File: config.mk
export PLATFORM = sky130hd
export DESIGN_NAME = lnk_descrambler
export DESIGN_NICKNAME = d
export VERILOG_FILES = /design/src/rtl/lnkdsc_pkg.sv /design/src/rtl/desc_classify.sv /design/src/rtl/desc_lfsr.sv /design/src/rtl/desc_mask.sv /design/src/rtl/lnk_descrambler.sv
export SDC_FILE = /design/constraint.sdc
export NUM_CORES = 1
export LEC_CHECK = 0
export BUFFER_PORTS_ARGS = -buffer_cell sky130_fd_sc_hd__buf_4
export CORE_MARGIN = 2
export CORE_UTILIZATION = 55
export DETAILED_ROUTE_END_ITERATION = 12
export PLACE_DENSITY = 0.82
export SKIP_CTS_REPAIR_TIMING = 1
export SLEW_MARGIN = 10
export SYNTH_ARGS = -nofsm -noshare
export SYNTH_HDL_FRONTEND = slang
export SYNTH_HIERARCHICAL = 1
export SYNTH_SLANG_ARGS = --single-unit
File: constraint.sdc
create_clock -name clk -period 5.3 [get_ports clk]
set_input_delay 0.795 -clock clk [delete_from_list [all_inputs] [get_ports clk]]
set_output_delay 0.795 -clock clk [all_outputs]
set_load 0.02 [all_outputs]
File: src/rtl/lnkdsc_pkg.sv
package lnkdsc_pkg;

    localparam int BYTE_W = 8;
    localparam int LFSR_W = 16;

    typedef enum logic [1:0] {
        EN_FOLLOW     = 2'b00,
        EN_FORCE_OFF  = 2'b01,
        EN_FORCE_ON   = 2'b10,
        EN_FOLLOW_ALT = 2'b11
    } en_mode_e;

    typedef enum logic [1:0] {
        SYM_DATA  = 2'd0,
        SYM_ALIGN = 2'd1,
        SYM_SKIP  = 2'd2,
        SYM_OTHER = 2'd3
    } sym_kind_e;

    typedef struct packed {
        logic              is_ctrl;
        logic [BYTE_W-1:0] val;
    } sym_t;

    function automatic logic resolve_enable(input en_mode_e m, input logic neg);
        case (m)
            EN_FORCE_OFF: return 1'b0;
            EN_FORCE_ON:  return 1'b1;
            default:      return neg;
        endcase
    endfunction

endpackage

File: src/rtl/desc_classify.sv
module desc_classify
    import lnkdsc_pkg::*;
#(
    parameter logic [BYTE_W-1:0] ALIGN_CODE = 8'hBC,
    parameter logic [BYTE_W-1:0] SKIP_CODE  = 8'h1C
) (
    input  sym_t      sym,
    output sym_kind_e kind
);
    always_comb begin
        if (!sym.is_ctrl)                kind = SYM_DATA;
        else if (sym.val == ALIGN_CODE)  kind = SYM_ALIGN;
        else if (sym.val == SKIP_CODE)   kind = SYM_SKIP;
        else                             kind = SYM_OTHER;
    end
endmodule

File: src/rtl/desc_lfsr.sv
module desc_lfsr #(
    parameter int              W     = 16,
    parameter int              STEPS = 8,
    parameter logic [W-1:0]    TAPS  = 16'h0039,
    parameter logic [W-1:0]    SEED  = 16'hFFFF
) (
    input  logic             clk,
    input  logic             rst,
    input  logic             load_seed,
    input  logic             advance,
    output logic [W-1:0]     state_q,
    output logic [STEPS-1:0] key
);
    logic [W-1:0] chain [0:STEPS];

    assign chain[0] = state_q;

    for (genvar i = 0; i < STEPS; i++) begin : g_step
        assign key[i]      = chain[i][W-1];
        assign chain[i+1]  = {chain[i][W-2:0], 1'b0} ^ (chain[i][W-1] ? TAPS : '0);
    end

    always_ff @(posedge clk) begin
        if (rst)            state_q <= SEED;
        else if (load_seed) state_q <= SEED;
        else if (advance)   state_q <= chain[STEPS];
    end
endmodule

File: src/rtl/desc_mask.sv
module desc_mask #(
    parameter int N = 8
) (
    input  logic [N-1:0] din,
    input  logic [N-1:0] key,
    input  logic         reverse,
    input  logic         enable,
    output logic [N-1:0] dout
);
    logic [N-1:0] ordered;

    for (genvar i = 0; i < N; i++) begin : g_ord
        assign ordered[i] = reverse ? key[N-1-i] : key[i];
    end

    assign dout = enable ? (din ^ ordered) : din;
endmodule

File: src/rtl/lnk_descrambler.sv
module lnk_descrambler
    import lnkdsc_pkg::*;
#(
    parameter logic [LFSR_W-1:0] TAPS       = 16'h0039,
    parameter logic [LFSR_W-1:0] SEED       = 16'hFFFF,
    parameter logic [BYTE_W-1:0] ALIGN_CODE = 8'hBC,
    parameter logic [BYTE_W-1:0] SKIP_CODE  = 8'h1C
) (
    input  logic              clk,
    input  logic              rst,
    input  logic              in_valid,
    input  logic              in_ctrl,
    input  logic [BYTE_W-1:0] in_byte,
    input  logic [1:0]        mode,
    input  logic              neg_scr_en,
    input  logic              variant_sel,
    output logic              out_valid,
    output logic              out_ctrl,
    output logic [BYTE_W-1:0] out_byte
);
    sym_t              sym_in;
    sym_kind_e         kind;
    logic              scr_en;
    logic              do_xor;
    logic              load_seed;
    logic              advance;
    logic [LFSR_W-1:0] lfsr_q;
    logic [BYTE_W-1:0] key;
    logic [BYTE_W-1:0] masked;

    assign sym_in = '{is_ctrl: in_ctrl, val: in_byte};

    desc_classify #(
        .ALIGN_CODE (ALIGN_CODE),
        .SKIP_CODE  (SKIP_CODE)
    ) u_cls (
        .sym  (sym_in),
        .kind (kind)
    );

    assign scr_en    = resolve_enable(en_mode_e'(mode), neg_scr_en);
    assign do_xor    = scr_en && (kind == SYM_DATA);
    assign load_seed = in_valid && (kind == SYM_ALIGN);
    assign advance   = in_valid && (kind != SYM_SKIP) && (kind != SYM_ALIGN);

    desc_lfsr #(
        .W     (LFSR_W),
        .STEPS (BYTE_W),
        .TAPS  (TAPS),
        .SEED  (SEED)
    ) u_lfsr (
        .clk       (clk),
        .rst       (rst),
        .load_seed (load_seed),
        .advance   (advance),
        .state_q   (lfsr_q),
        .key       (key)
    );

    desc_mask #(
        .N (BYTE_W)
    ) u_mask (
        .din     (in_byte),
        .key     (key),
        .reverse (variant_sel),
        .enable  (do_xor),
        .dout    (masked)
    );

    always_ff @(posedge clk) begin
        if (rst) begin
            out_valid <= 1'b0;
            out_ctrl  <= 1'b0;
            out_byte  <= '0;
        end else begin
            out_valid <= in_valid;
            out_ctrl  <= in_valid && in_ctrl;
            out_byte  <= in_valid ? masked : '0;
        end
    end
endmodule

==> metrics.cfg <==
[detailed_routing]
vias = 985
route.detailed.drc = 0
drt.antenna.violating_nets = 0
viasPerCell = 5.21
wl_per_cell_um = 13.0
drtIter0Drc = 30
drt-total-wl_um = 2460
firstDrtPassIters = 4

[clock_tree]
clk_pin_slew_worst_paths_ns = 0.13
clkLatencyLatePin_ns = 0.31
htree_levels = 1
clkSinkCount = 26
cts_made_buffers = 3
clockBufferDepth = 2
cts_tree = yes
clockRootBuffer = clkbuf_4

[setup_path]
endpoint_kind = flop
crit_arrival_ns = 3.13
cp.required_ns = 5.50
critPathKind = in -> reg
start_kind = primary input
worst_path_max_delay_cell = or4b_1
worst-path-max-fanout = 17
worst-path-buf-inv = 2
cp_top_family = simple AND/OR/NAND/NOR gates
crit_path_max_incr_delay_ns = 0.54
r2r-start = u_lfsr/state_q[13]$_SDFFE_PP1P_
worstSetupStartpoint = in_byte[1]
path_cells = buf_4, or4b_1, o41a_1, xnor2_1, and2_2, inv_1, nor3_4, a21oi_1

[timing]
finalCritPeriodShare_pct = 55.4
max_freq_ghz = 0.341
max_slew.worst_pin.slew_ns = 0.764
setup_viol = 0
final.min_clock_period_ns = 2.93
final-hold-violation-count = 0
finalSetupTns_ns = 0
rsz0062_at_grt = false
maxSlewViolCount = 0
clock_skew_ns = 0.000828
relSlewSlack_pct = 48.9

[finish]
syn2layout_area_growth_pct = 9.39
layout.nets = 178
finalNonFillerCells = 189
n_antenna_cell = 0
fillCellCount = 219
drive_above_1_share_pct = 40.3

[hold_path]
hold_class = reg -> reg
hp-start = u_lfsr/state_q[7]$_SDFFE_PP1P_

[synthesis]
synth_area_per_cell_um2 = 10.2
synth_cells = 146
syn-num-nets = 163
yosys_warnings = 6
syn_area_um2 = 1490

[die]
start_util_pct = 59.2
core_um2 = 2520
pin_count = 26
die_h_um = 56.1
die-area_um2 = 3150
rows = 18
chipWidth_um = 56.1

[pwr]
sw_frac_of_total_pct = 28.0
p_leak_nw = 0.681
ir_drop_mv = 0.164
p_int_w = 0.000289
clkPwrFrac_pct = 20.1
power_frac_comb_pct = 24.6
p_seq_share_pct = 55.3
power_switching_w = 0.000112
powerDensity_nw_per_um2 = 246

[placed_design]
dp.cells = 186
gp_congestion = 0.802
place_hpwl_um = 1960
port_buffers = 25

[grt]
track_usage_pct = 16.5
first_global_vias = 919
grt-ovfl-total = 0
antenna_found_initial = 0
grt_max_degree = 18
grt_pass1_wl_um = 4080

[run]
cap_violations = 0

[run_status]
status = finished clean

## sequential cells by signal, summed over array words and instances (netlist names)
signal	cells
out_byte	8
out_ctrl	1
u_lfsr/state_q	16
out_valid	1
## power groups by stage
| stage | clock network [W] | logic (W) | registers (W) |
|---|---|---|---|
| finish | 0.0000807 | 0.0000988 | 0.000222 |
| global route | 0.0000900 | 0.000108 | 0.000224 |
| CTS | 0.0000836 | 0.0000997 | 0.000222 |
| detailed placement | 0 | 0.0000993 | 0.000226 |
| global placement | 0 | 0.0000971 | 0.000225 |
| floorplan | 0 | 0.0000782 | 0.000228 |
## cell usage in the layout, fill, tap and decap left out, drive strengths merged
cell type   n
dfxtp      26
ha          1
o21ai       3
a21o        1
buf        25
clkbuf      3
nor3        2
xnor2      26
o31a        1
nand2      18
o211ai      1
nor4        6
mux2i       7
and2       10
inv         3
xor2        3
nor2        6
mux2        8
or4b        1
a21oi       6
o41a        1
nor2b       1
## per-layer routing
layer / global-route usage (%) / wire, um / vias up
met4: 5.10 / 18 / 0
met5: 0 / 0 / -
met2: 29.9 / 1270 / 29
met1: 18.8 / 1010 / 455
met3: 4.19 / 161 / 2
li1: - / - / 499
## worst reg2reg max path, cell delays in order, from the launching register on
cell and delay (ns):
dfxtp_1 0.52, mux2_4 0.21, nand2_2 0.05, xnor2_1 0.15, and2_2 0.17
## through the flow
step	area, um^2	hold WS [ns]	total power (W)	worst slack, ns	utilization, %
after floorplan	1490	0.445	0.000306	2.51	-
after global placement	1610	0.457	0.000323	1.99	63.6
after detailed placement	1610	0.469	0.000326	1.87	63.6
after CTS	1630	0.501	0.000405	2.22	64.5
after global routing	1630	0.521	0.000421	2.26	64.7
final	1630	0.502	0.000401	2.37	64.7
## final timing paths
| kind | slack (ns) | cells past startpoint | endpoint |
|---|---|---|---|
| worst max-delay path | 2.37 | 8 | u_lfsr/state_q[5]$_SDFFE_PP1P_ |
| worst max register to register | 4.11 | 4 | out_byte[5]$_SDFF_PP0_ |
| worst min register to register | 0.50 | 2 | u_lfsr/state_q[15]$_SDFFE_PP1P_ |
| worst min-delay path | 0.50 | 2 | u_lfsr/state_q[15]$_SDFFE_PP1P_ |
## area by class of cell
| type | count | area [um^2] | share of cell area (%) |
|---|---|---|---|
| clock buffer | 3 | 22.5 | 1.38 |
| multi-input combinational | 102 | 853 | 52.3 |
| sequential | 26 | 520 | 31.9 |
| timing repair buffer | 25 | 188 | 11.5 |
| tap | 30 | 37.5 | 2.30 |
| inverter | 3 | 11.3 | 0.690 |
Note: power is estimated with default switching activity, not from simulation.
